### config.mk
export PLATFORM = sky130hd
export DESIGN_NAME = dpll_mode_ctrl
export DESIGN_NICKNAME = d
export VERILOG_FILES = /design/src/rtl/dpll_mode_pkg.sv /design/src/rtl/dpll_rst_sync.sv /design/src/rtl/dpll_cfg_decode.sv /design/src/rtl/dpll_evt_merge.sv /design/src/rtl/dpll_mode_fsm.sv /design/src/rtl/dpll_mode_ctrl.sv
export SDC_FILE = /design/constraint.sdc
export NUM_CORES = 1
export LEC_CHECK = 0
export BUFFER_PORTS_ARGS = -buffer_cell sky130_fd_sc_hd__buf_2
export CAP_MARGIN = 5
export CELL_PAD_IN_SITES_DETAIL_PLACEMENT = 1
export CELL_PAD_IN_SITES_GLOBAL_PLACEMENT = 1
export CORE_AREA = 2 2 42 44
export DETAILED_ROUTE_END_ITERATION = 10
export DIE_AREA = 0 0 44 46
export PLACE_DENSITY_LB_ADDON = 0.1
export RECOVER_POWER = 25
export SETUP_SLACK_MARGIN = 0.3
export SLEW_MARGIN = 20
export SYNTH_ARGS = -nofsm -noshare
export SYNTH_HDL_FRONTEND = slang
export SYNTH_SLANG_ARGS = --single-unit
### constraint.sdc
create_clock -name clk -period 0.9 [get_ports clk]
set_input_delay 0.18 -clock clk [delete_from_list [all_inputs] [get_ports clk]]
set_output_delay 0.18 -clock clk [all_outputs]
set_load 0.01 [all_outputs]
### src/rtl/dpll_mode_pkg.sv
package dpll_mode_pkg;
  localparam int MODE_W = 3;
  localparam int CFG_W  = 3;
  localparam int EVT_N  = 3;

  typedef enum logic [MODE_W-1:0] {
    MODE_FREE = 3'b001,
    MODE_HOLD = 3'b010,
    MODE_LOCK = 3'b100
  } mode_e;

  typedef enum logic [CFG_W-1:0] {
    CFG_AUTO  = 3'b000,
    CFG_FFREE = 3'b001,
    CFG_FHOLD = 3'b010,
    CFG_FLOCK = 3'b100
  } cfg_e;

  typedef struct packed {
    logic  force_en;
    mode_e force_mode;
  } cfg_dec_t;

  typedef struct packed {
    logic ref_sel;
    logic ref_ok;
    logic switch_evt;
  } ref_view_t;
endpackage

### src/rtl/dpll_rst_sync.sv
module dpll_rst_sync #(
  parameter int STAGES = 2
) (
  input  logic clk,
  input  logic rst_n,
  output logic rst_sync_n
);
  logic [STAGES-1:0] sync_q;

  always_ff @(posedge clk or negedge rst_n) begin
    if (!rst_n) begin
      sync_q <= '0;
    end else begin
      sync_q <= {sync_q[STAGES-2:0], 1'b1};
    end
  end

  assign rst_sync_n = sync_q[STAGES-1];
endmodule

### src/rtl/dpll_cfg_decode.sv
module dpll_cfg_decode
  import dpll_mode_pkg::*;
(
  input  logic [CFG_W-1:0] cfg_mode,
  output cfg_dec_t         cfg_dec
);
  always_comb begin
    cfg_dec.force_en   = 1'b0;
    cfg_dec.force_mode = MODE_FREE;
    case (cfg_mode)
      CFG_FFREE: begin
        cfg_dec.force_en   = 1'b1;
        cfg_dec.force_mode = MODE_FREE;
      end
      CFG_FHOLD: begin
        cfg_dec.force_en   = 1'b1;
        cfg_dec.force_mode = MODE_HOLD;
      end
      CFG_FLOCK: begin
        cfg_dec.force_en   = 1'b1;
        cfg_dec.force_mode = MODE_LOCK;
      end
      default: begin
        cfg_dec.force_en   = 1'b0;
        cfg_dec.force_mode = MODE_FREE;
      end
    endcase
  end
endmodule

### src/rtl/dpll_evt_merge.sv
module dpll_evt_merge
  import dpll_mode_pkg::*;
#(
  parameter int N_EVT = EVT_N
) (
  input  logic [N_EVT-1:0] evt_in,
  input  logic             ref_selected,
  input  logic             ref_qualified,
  output ref_view_t        ref_view
);
  logic [N_EVT-1:0] evt_acc;

  genvar gi;
  generate
    for (gi = 0; gi < N_EVT; gi++) begin : g_or
      if (gi == 0) begin : g_first
        assign evt_acc[gi] = evt_in[gi];
      end else begin : g_rest
        assign evt_acc[gi] = evt_acc[gi-1] | evt_in[gi];
      end
    end
  endgenerate

  assign ref_view.ref_sel    = ref_selected;
  assign ref_view.ref_ok     = ref_qualified;
  assign ref_view.switch_evt = evt_acc[N_EVT-1];
endmodule

### src/rtl/dpll_mode_fsm.sv
module dpll_mode_fsm
  import dpll_mode_pkg::*;
(
  input  logic        clk,
  input  logic        rst_n,
  input  cfg_dec_t    cfg_dec,
  input  ref_view_t   ref_view,
  output mode_e       mode_q,
  output logic        chg_q
);
  mode_e mode_d;
  logic  chg_d;
  logic  ref_good;
  logic  lock_exit;

  assign ref_good  = ref_view.ref_sel & ref_view.ref_ok;
  assign lock_exit = ~ref_good | ref_view.switch_evt;

  always_comb begin
    mode_d = mode_q;
    if (cfg_dec.force_en) begin
      mode_d = cfg_dec.force_mode;
    end else begin
      case (mode_q)
        MODE_FREE: if (ref_good) mode_d = MODE_LOCK;
        MODE_LOCK: if (lock_exit) mode_d = MODE_HOLD;
        MODE_HOLD: begin
          if (!ref_view.ref_sel) mode_d = MODE_FREE;
          else if (ref_view.ref_ok) mode_d = MODE_LOCK;
        end
        default: mode_d = MODE_FREE;
      endcase
    end
    chg_d = (mode_d != mode_q);
  end

  always_ff @(posedge clk or negedge rst_n) begin
    if (!rst_n) begin
      mode_q <= MODE_FREE;
      chg_q  <= 1'b0;
    end else begin
      mode_q <= mode_d;
      chg_q  <= chg_d;
    end
  end
endmodule

### src/rtl/dpll_mode_ctrl.sv
module dpll_mode_ctrl
  import dpll_mode_pkg::*;
#(
  parameter int RST_STAGES = 2
) (
  input  logic              clk,
  input  logic              rst_n,
  input  logic [CFG_W-1:0]  cfg_mode,
  input  logic              ref_selected,
  input  logic              ref_qualified,
  input  logic [EVT_N-1:0]  evt_switch,
  output logic [MODE_W-1:0] mode_sts,
  output logic              mode_chg
);
  logic      core_rst_n;
  cfg_dec_t  cfg_dec;
  ref_view_t ref_view;
  mode_e     mode_q;

  dpll_rst_sync #(.STAGES(RST_STAGES)) u_rst (
    .clk        (clk),
    .rst_n      (rst_n),
    .rst_sync_n (core_rst_n)
  );

  dpll_cfg_decode u_cfg (
    .cfg_mode (cfg_mode),
    .cfg_dec  (cfg_dec)
  );

  dpll_evt_merge #(.N_EVT(EVT_N)) u_evt (
    .evt_in        (evt_switch),
    .ref_selected  (ref_selected),
    .ref_qualified (ref_qualified),
    .ref_view      (ref_view)
  );

  dpll_mode_fsm u_fsm (
    .clk      (clk),
    .rst_n    (core_rst_n),
    .cfg_dec  (cfg_dec),
    .ref_view (ref_view),
    .mode_q   (mode_q),
    .chg_q    (mode_chg)
  );

  assign mode_sts = mode_q;
endmodule

==> metrics.md, run 1 <==
| Metric | Value |
|---|---|
| Fmax | ~0.63 GHz |
| FF-to-FF Start | u_fsm.mode_q[0] |
| Via count of the first global-routing pass | 670 |
| Post-synth EDFFs | 0 |
| TritonCTS Buffers | 3 |
| Critical Path RT | 1000 ps |
| CTS tree | done |
| Seq/Total Area, Yosys | 0.270 |
| Worst setup EP type | register |
| Leak | about 0.43 nW |
| Status | finished with violations |
| Share of cells above drive strength 1 | 0.569 |
| Worst path max stage delay | slightly below 400 ps |
| Hpwl dp | approximately 1200 um |
| Drt initial violations | 6 |
| Clock-pin slew on the worst setup and hold paths | around 50 ps |
| Final Max Tran Viols | 0 |
| DRT Pass-1 Iters | 4 |
| Worst Reg-to-Reg Cells | 7 |
| CP max-delay cell | dfstp_2 |
| Buf+Inv Stages, Crit Path | 2 |
| Routed WL per cell | around 16 um |
| Top delay family on crit path | simple AND/OR/NAND/NOR gates |
| Startpoint Class | register |
| CTS root buf | clkbuf_4 |
| Worst-path cell chain | buf_12 > buf_6 > or3_1 > nand4b_1 > nor2_1 > a21oi_1 > o2111ai_1 |
| Cell Area, Synth | 561 um^2 |
| H-tree depth | 1 |
| CTS sink cnt | 6 |
| Tot Pwr | between 0.001 and 0.0015 W |
| Synthesis-to-finish area growth | 67.0% |
| # port buffers | 13 |
| Die Height | between 40 and 50 um |
| Final min period | 1600 ps |
| Met2 WL post-DR | ~1000 um |
| First-pass GRT wire length | 3110 um |
| Routed WL | 1870 um |
| Initial Util | 0.347 |
| Clock skew | a little under 6 ps |
| Via/cell ratio | 5.18 |
| Placed Cells | ~100 |
| Syn_nets | 75 |
| WL met1 | around 840 um |
| Worst vdd rail ir drop | slightly above 800 uV |
| Fin worst setup slack | -698 ps |
| Residual overflow from global routing | 0 |
| Syn Inst Count | 65 |
| Hold Path Class | reg2async |
| Die width | 44 um |
| Worst skew pair latency | 250 ps |
| Endpoints failing setup | 8 |
| # rows | 15 |
| Drc violations | 0 |
| Crit Reg-Reg Endpoint | u_fsm.chg_q |
| Hold Fails Final Rpt | 0 |
| Post-synthesis cell type count | 33 |
| Register bit total from synthesis | 6 |
| Top FF cell, synth | dfrtp_1 |
| Max-capacitance violation count | 0 |
| Largest net degree at the start of global routing | 10 |
| GRT Overall Usage | 0.218 |
| I/O pin cnt | 14 |
| Crit share post-route | 1.78 |
| DR WL met3 | about 23 um |
| Worst-path fanout max | 4 |
| Critical Path AT | between 1500 and 2000 ps |
| Routability-driven placement congestion ratio | around 0.77 |
| Vias | slightly above 600 |
| Final net count | between 100 and 150 |
| Critical path type | reg2reg |
| Pwr dens | roughly 1400 nW/um^2 |
| Highest routed layer | met3 |
| Ant diodes | 0 |
| Synth warnings | 0 |
| Failing checks | setup timing |
| Reg-to-reg setup timing slack | -700 ps |
| Clock tree buffer depth | 2 |
| Antenna violations before repair | 0 |
| RSZ-0062 raised after global routing | yes |
| Post-route ant nets | 0 |
| Post-synthesis async set-or-reset flop share | 1.00 |
| Core area | 1610 um^2 |
| Die ar. | a little over 2000 um^2 |
| Mean post-synth cell area | ~8.6 um^2 |
| Post-route insts no fill | about 120 |
==> report_power, final <==
| part | internal, W | switching, W | leakage, nW |
|---|---|---|---|
| Sequential | 0.000311 | 0.0000398 | 0.0682 |
| Combinational | 0.000402 | 0.000290 | 0.344 |
| Clock | 0.000169 | 0.000116 | 0.0150 |
==> repair_timing <==
item | CTS | global route
gates resized for setup | 19 | 7
setup buffers | 7 | 3
endpoints found under the hold margin | 2 | 0
hold buffers | 1 | 0
pin swaps | 7 | 7
setup endpoints to repair | 8 | 8
==> routing by layer <==
metal  track usage  vias to the layer above
met5             0                        -
met4         0.121                        0
met3        0.0397                        0
met2         0.376                        9
met1         0.253                      302
li1              -                      305
==> worst max path at each step <==
stage                                from          end  depth (start not counted)
after floorplan           u_fsm.mode_q[0]  u_fsm.chg_q                          6
after global placement    u_fsm.mode_q[1]  u_fsm.chg_q                          5
after detailed placement  u_fsm.mode_q[0]  u_fsm.chg_q                          5
after CTS                 u_fsm.mode_q[0]  u_fsm.chg_q                          6
after global routing      u_fsm.mode_q[0]  u_fsm.chg_q                          6
final                     u_fsm.mode_q[0]  u_fsm.chg_q                          7
==> cell usage in the layout (no fill, tap or decap), drive strengths merged, types with 2 or more instances in the layout <==
cell type and count:
o21ai 6, nor3 2, nand2b 2, a22o 2, dfrtp 5, clkbuf 4
a21oi 5, nand2 6, and2b 4, xnor2 2, a21o 2, nor2 6
buf 37, nor3b 3
==> registers in the layout (all words and copies together) (netlist names) <==
register / count
u_fsm.mode_q: 3
u_rst.sync_q: 2
u_fsm.chg_q: 1
==> cells by family (layout without fill, tap and decap cells) <==
logic type                after synthesis  count (layout)  share of synthesized area
and+or+nand+nor                        30              30                      0.353
DFF                                     6               6                      0.270
AOI/OAI and AO/OA                      20              20                      0.241
xor gates and xnor gates                3               3                     0.0469
other                                   1               1                    0.00669
buffers and inverters                   5              42                     0.0826
==> Yosys cell counts (2+ instances only) <==
cell,count,share of area
and2b_2,3,0.047
a21oi_1,5,0.045
o21ai_0,5,0.045
nor3b_1,2,0.027
nand2b_1,2,0.022
a21o_1,2,0.027
nor2_1,6,0.040
nor3_1,2,0.018
a22o_1,2,0.031
buf_6,3,0.060
nand2_1,6,0.040
dfrtp_1,5,0.22
xnor2_1,2,0.031
==> worst register-to-register path, stage by stage, from the launching register on <==
cell       delay [ps]
dfstp_2           390
buf_12            130
buf_6             110
or3_1             310
nand4b_1          130
nor2_1             80
a21oi_1           160
o2111ai_1         140
==> final cells by class <==
cell class	count	area [um^2]
tap	17	21.3
clock buffer	4	26.3
multi-input combinational	54	414
fill	199	678
timing repair buffer	38	320
sequential	6	154
==> through the flow <==
stage / hold slack, ps / setup slack (ps) / utilization / TNS, ps / area (um^2)
floorplan: -116 / -594 / - / -1570 / 562
global placement: -34.9 / -690 / 0.438 / -2480 / 707
detailed placement: -33.4 / -710 / 0.438 / -2610 / 707
CTS: 76.4 / -630 / 0.548 / -3160 / 885
global route: 82.3 / -793 / 0.580 / -3920 / 936
finish: 65.8 / -698 / 0.580 / -3430 / 936
Note: power is estimated with default switching activity, not from simulation.
==> inputs of run 2 (changes only) <==
SETUP_SLACK_MARGIN = default   (was 0.3)
==> run 2 against run 1 <==
Compared with the run above: the flow still finishes with violations (setup timing); final cell count down 0.84%; sequential cell count is the same; die area did not move; critical endpoint unchanged; largest power group unchanged.
==> metrics.md, run 2 (same netlist as run 1, synthesis figures left out) <==
| Metric | Value |
|---|---|
| Hpwl dp | 1190 um (unchanged) |
| Net switching power | 0.000448 W (+0.43%) |
| Post-route ant nets | 0 (unchanged) |
| Residual overflow from global routing | 0 (unchanged) |
| Largest register FFs | 3 (unchanged) |
| Tot Pwr | 0.00132 W (-0.70%) |
| Via/cell ratio | 5.22 (+0.85%) |
| Clock skew | 6.33 ps (+0.536 ps) |
| H-tree depth | 1 (unchanged) |
| I/O pin cnt | 14 (unchanged) |
| Failing checks | setup timing |
| Hold Path Class | reg2async |
| Largest net degree at the start of global routing | 10 (unchanged) |
| Most frequent cells in the layout | 14 x buf_4, 11 x buf_6, 10 x buf_2 |
| Routed WL per cell | 16.2 um (+3.2%) |
| Logic pwr share | 0.515 (-0.006) |
| Clock share of power | 0.217 (+0.002) |
| Routed WL | 1920 um (+2.3%) |
| Leak | 0.421 nW (-1.4%) |
| Critical path type | reg2reg |
| DRT Pass-1 Iters | 4 (unchanged) |
| Fmax | 0.639 GHz (+2.1%) |
| Drt initial violations | 9 (+3) |
| Routability-driven placement congestion ratio | 0.767 (unchanged) |
| CP max-delay cell | dfstp_2 |
| Final net count | 112 (-0.88%) |
| Fill cell count | 200 (+0.50%) |
| Vias | 616 (unchanged) |
| Fin worst setup slack | -665 ps (+33.1 ps) |
| Die ar. | 2020 um^2 (unchanged) |
| Startpoint Class | register |
| Synthesis-to-finish area growth | 65.0% |
| Final Max Tran Viols | 0 (unchanged) |
| Endpoints failing setup | 8 (unchanged) |
| Max-capacitance violation count | 0 (unchanged) |
| Worst-path cell chain | buf_12 > buf_6 > or3_1 > nand4b_1 > nor2_1 > a21o_1 > o2111ai_1 |
| RSZ-0062 raised after global routing | yes |
| Antenna violations before repair | 0 (unchanged) |
| GRT Overall Usage | 0.218 (unchanged) |
| Drc violations | 0 (unchanged) |
| First-pass GRT wire length | 3110 um (unchanged) |
| Top flop regs | u_fsm.mode_q (3), u_rst.sync_q (2), u_fsm.chg_q (1) |
| Ant diodes | 0 (unchanged) |
| Worst setup EP type | register |
| Hold Fails Final Rpt | 0 (unchanged) |
| Flop pwr share | 0.267 (+0.003) |
| Share of cells above drive strength 1 | 0.564 (-0.00427) |
| Sw frac | 0.339 (+0.00384) |
| Worst-path fanout max | 4 (unchanged) |
| Clock tree buffer depth | 2 (unchanged) |
| Via count of the first global-routing pass | 670 (unchanged) |
| CTS sink cnt | 6 (unchanged) |
| Status | finished with violations |
| Biggest register | u_fsm.mode_q |
| Worst skew pair latency | 250 ps (about the same) |
| # port buffers | 13 (unchanged) |
| Pwr dens | 1430 nW/um^2 (+0.51%) |
| Worst vdd rail ir drop | 808 uV (about the same) |
| Int Power | 0.000871 W (-1.3%) |
| Crit share post-route | 1.74 (-0.0367) |
| Critical Path RT | 1010 ps (about the same) |
| Core area | 1610 um^2 (unchanged) |
| Initial Util | 0.347 (unchanged) |
| Clock-pin slew on the worst setup and hold paths | 50 ps (about the same) |
| Critical Path AT | 1680 ps (-20 ps) |
| TritonCTS Buffers | 3 (unchanged) |
| # rows | 15 (unchanged) |
| Most common cell after layout, fill and taps aside | buf_4 |
| Post-Place Setup Slack | -710 ps (unchanged) |
| CTS tree | done |
| Die Height | 46 um (unchanged) |
| Final min period | 1570 ps (-33.1 ps) |
| Die width | 44 um (unchanged) |
| CTS root buf | clkbuf_4 |
| Worst path max stage delay | 570 ps (+180 ps) |
-- run 2: cell types whose count changed in the layout (fill, tap and decap cells not counted) --
cell   delta
buf_6     -1
-- run 2: repair_timing --
action                                  CTS  global route
endpoints found under the setup margin    8             8
hold buffers                              1             0
resized for setup                        19             6
endpoints found under the hold margin     2             0
gates cloned                              0             0
buffers inserted                          7             3
pin swaps                                 7             7
-- run 2: layout make-up --
cell class,instances,area (um^2),area share
clock buffers,4,26.3,0.0284
multi-input cells,54,414,0.448
flip-flops and latches,6,154,0.166
well taps,17,21.3,0.0230
repair buffers,37,309,0.334
-- run 2: layer usage --
| layer | vias to the layer above | global-route usage | share of wire |
|---|---|---|---|
| li1 | 305 | - | - |
| met1 | 298 | 0.253 | 0.43 |
| met2 | 13 | 0.376 | 0.55 |
| met3 | 0 | 0.0397 | 0.019 |
| met4 | 0 | 0.121 | 0 |
| met5 | - | 0 | 0 |
-- run 2: critical path, delay by kind of cell, from the launching register on --
kind | cells | cell delay [ps]
flip-flops | 1 | 570
AND/OR/NAND/NOR | 3 | 390
buffers and inverters | 2 | 210
AO/OA/AOI/OAI | 2 | 240
-- run 2: worst paths after layout --
| path | startpoint | endpoint | slack (ps) | cells after the start |
|---|---|---|---|---|
| worst min register to register | u_rst.sync_q[1] | u_fsm.mode_q[1] | 70 | 0 |
| worst min-delay path | u_rst.sync_q[1] | u_fsm.mode_q[1] | 70 | 0 |
| worst max-delay path | u_fsm.mode_q[0] | u_fsm.chg_q | -670 | 7 |
| max in group asynchronous | rst_n | u_rst.sync_q[0] | 570 | 2 |
| min in group clk | cfg_mode[1] | u_fsm.mode_q[1] | 250 | 3 |
| worst max register to register | u_fsm.mode_q[0] | u_fsm.chg_q | -670 | 7 |
-- run 2: power by group through the flow --
stage | combinational [W] | clock (W) | sequential, W
floorplan | 0.000264 | 0 | 0.000362
global placement | 0.000434 | 0 | 0.000368
detailed placement | 0.000440 | 0 | 0.000371
CTS | 0.000628 | 0.000304 | 0.000349
global route | 0.000737 | 0.000327 | 0.000357
finish | 0.000680 | 0.000287 | 0.000352
-- run 2: through the flow --
step | util | cell area, um^2 | hold WS (ps) | setup TNS, ps | cells
finish | 0.573 | 925 | 71.7 | -3330 | 118
global route | 0.573 | 925 | 83.4 | -3810 | 118
global placement | 0.438 | 707 | -34.9 | -2480 | 104
detailed placement | 0.438 | 707 | -33.4 | -2610 | 104
floorplan | - | 562 | -116 | -1570 | 65
CTS | 0.548 | 885 | 76.4 | -3160 | 116
==> inputs of run 3 (changes only) <==
CELL_PAD_IN_SITES_DETAIL_PLACEMENT = default   (was 1)
CELL_PAD_IN_SITES_GLOBAL_PLACEMENT = default   (was 1)
CORE_AREA = 2 2 39 41   (was 2 2 42 44)
DIE_AREA = 0 0 41 43   (was 0 0 44 46)
PLACE_DENSITY = 0.66   (was default)
PLACE_DENSITY_LB_ADDON = default   (was 0.1)
==> run 3 against run 2 <==
Compared with the run above: clock-buffer cell count unchanged; die area down 13%; cell area fell by 4.6%; highest routed layer is now met4; combinational power shrank 14%; register-to-register slack better by 50 ps; the flow still finishes with violations (setup timing); clock skew decreased by 4.7 ps; setup slack better by 49 ps; wire length decreased by 15%; sequential power increased by 2%; clock power increased by 2%; final cell count down 2.5%.
==> metrics.md, run 3 (same netlist as run 1, synthesis figures left out) <==
| Metric | Value |
|---|---|
| Status | finished with violations |
| Failing checks | setup timing |
| Largest net degree at the start of global routing | 8 (-2) |
| Post-Place Setup Slack | -600 ps (+111 ps) |
| Initial Util | 0.405 (+0.0578) |
| Endpoints failing setup | 8 (unchanged) |
| Final net count | 110 (-1.8%) |
| FF-to-FF Start | u_fsm.mode_q[0] |
| Drt initial violations | 27 (+18) |
| Share of cells above drive strength 1 | 0.566 (+0.00130) |
| Top flop regs | u_fsm.mode_q (3), u_rst.sync_q (2), u_fsm.chg_q (1) |
| Via/cell ratio | 5.43 (+3.9%) |
| DRT Pass-1 Iters | 4 (unchanged) |
| Clock share of power | 0.236 (+0.019) |
| Startpoint Class | register |
| Net switching power | 0.000417 W (-6.8%) |
| TritonCTS Buffers | 3 (unchanged) |
| Leak | 0.402 nW (-4.6%) |
| I/O pin cnt | 14 (unchanged) |
| Vias | 624 (+1.3%) |
| # port buffers | 13 (unchanged) |
| Most frequent cells in the layout | 15 x buf_4, 10 x buf_2, 9 x buf_6 |
| Post-route insts no fill | 115 (-2.5%) |
| H-tree depth | 1 (unchanged) |
| Largest register FFs | 3 (unchanged) |
| Placed inst area | 713 um^2 (+0.88%) |
| # rows | 14 (-1) |
| Core area | 1380 um^2 (-14%) |
| Worst-path cell chain | and2b_2 > o21ai_1 > a22o_1 > xnor2_1 > o2111ai_1 |
| Setup crit start | u_fsm.mode_q[0] |
| First-pass GRT wire length | 2530 um (-18%) |
| Worst path max stage delay | 600 ps (+30 ps) |
| Critical path type | reg2reg |
| Fin worst setup slack | -616 ps (+49.5 ps) |
| Max-capacitance violation count | 0 (unchanged) |
| Routability-driven placement congestion ratio | 0.792 (+3.3%) |
| Antenna violations before repair | 0 (unchanged) |
| Clock-pin slew on the worst setup and hold paths | 50 ps (about the same) |
| Pwr dens | 1400 nW/um^2 (-1.8%) |
| Sw frac | 0.338 (-0.00167) |
| Die width | 41 um (-6.8%) |
| Die Height | 43 um (-6.5%) |
| Biggest register | u_fsm.mode_q |
| Setup TNS Final | -3110 ps (+220 ps) |
| Routed WL | 1630 um (-15%) |
| Final min period | 1520 ps (-49.5 ps) |
| Drc violations | 0 (unchanged) |
| Routed WL per cell | 14.2 um (-13%) |
| Fill cell count | 124 (-38%) |
| Hold Fails Final Rpt | 0 (unchanged) |
| Placed Cells | 104 (unchanged) |
| Worst setup EP type | register |
| Clock tree buffer depth | 2 (unchanged) |
| Via count of the first global-routing pass | 588 (-12%) |
| Ant diodes | 0 (unchanged) |
| CTS sink cnt | 6 (unchanged) |
| CTS root buf | clkbuf_4 |
| Hold Path Class | reg2async |
| Int Power | 0.000818 W (-6.1%) |
| Flop pwr share | 0.291 (+0.024) |
| Fmax | 0.660 GHz (+3.3%) |
| Worst skew pair latency | 250 ps (about the same) |
| Most common cell after layout, fill and taps aside | buf_4 |
| Hpwl dp | 1050 um (-12%) |
| Post-route ant nets | 0 (unchanged) |
| Clock skew | 1.59 ps (-4.74 ps) |
| Worst-path fanout max | 6 (+2) |
| Final Max Tran Viols | 0 (unchanged) |
| RSZ-0062 raised after global routing | yes |
| Worst vdd rail ir drop | 832 uV (+3.1%) |
| Critical Path AT | 1640 ps (-40 ps) |
| Synthesis-to-finish area growth | 57.4% |
| Crit share post-route | 1.68 (-0.0550) |
| Die ar. | 1760 um^2 (-13%) |
| Final Cell Area | 882 um^2 (-4.6%) |
| Logic pwr share | 0.473 (-0.042) |
| GRT Overall Usage | 0.216 (-0.00170) |
| Residual overflow from global routing | 0 (unchanged) |
| Critical Path RT | 1020 ps (about the same) |
| CP max-delay cell | dfstp_2 |
| CTS tree | done |
==> run 3: changes by cell type in the layout (fill, tap and decap cells not counted), sizes merged <==
| cell | previous run | this run |
|---|---|---|
| buf | 36 | 34 |
==> run 3: per-stage QoR <==
step / utilization / power (W) / hold slack, ps
final: 0.637 / 0.00124 / 77.2
after global routing: 0.637 / 0.00130 / 96.5
after CTS: 0.612 / 0.00119 / 84.9
after detailed placement: 0.515 / 0.000789 / -34.5
after global placement: 0.515 / 0.000785 / -35.8
after floorplan: - / 0.000626 / -116
==> run 3: path summary, 6_finish.rpt <==
path	endpoint	slack, ps	cells past startpoint
setup / recovery	u_fsm.chg_q	-620	5
hold / removal	u_fsm.mode_q[2]	80	0
setup reg to reg	u_fsm.chg_q	-620	5
hold reg to reg	u_fsm.mode_q[2]	80	0
max in group asynchronous	u_rst.sync_q[0]	570	2
min in group clk	u_fsm.mode_q[2]	330	4
==> run 3: routing by layer <==
metal,global-route usage,share of wire,up-vias
met1,0.252,0.41,297
met3,0.0366,0.048,2
met4,0.133,0.012,0
li1,-,-,300
met2,0.344,0.53,25
met5,0,0,-
==> run 3: layout make-up <==
| class | count | area [um^2] | area share |
|---|---|---|---|
| Multi-Input combinational cell | 54 | 408 | 0.462 |
| Timing Repair Buffer | 35 | 274 | 0.311 |
| Sequential cell | 6 | 154 | 0.174 |
| Clock buffer | 4 | 26.3 | 0.0298 |
| Tap cell | 16 | 20.0 | 0.0227 |
==> run 3: timing repair <==
action                     4_1_cts  5_1_grt
pin swaps                        6        1
resized for setup               14       10
hold endpoints to repair         2        0
setup endpoints to repair        8        8
hold buffers                     1        0
gates cloned                     0        0
buffers inserted                 7        0
==> run 3: power groups by stage <==
| stage | combinational, W | clock (W) | sequential (W) |
|---|---|---|---|
| after detailed placement | 0.000424 | 0 | 0.000365 |
| after floorplan | 0.000264 | 0 | 0.000362 |
| after CTS | 0.000539 | 0.000295 | 0.000357 |
| after global placement | 0.000421 | 0 | 0.000364 |
| final | 0.000584 | 0.000292 | 0.000360 |
| after global routing | 0.000626 | 0.000310 | 0.000364 |
==> run 3: critical path, delay by kind of cell (launching register included) <==
family,cells,cell delay (ps)
flip-flops,1,600
AND/OR/NAND/NOR,1,230
AO/OA/AOI/OAI,3,430
XOR/XNOR,1,130
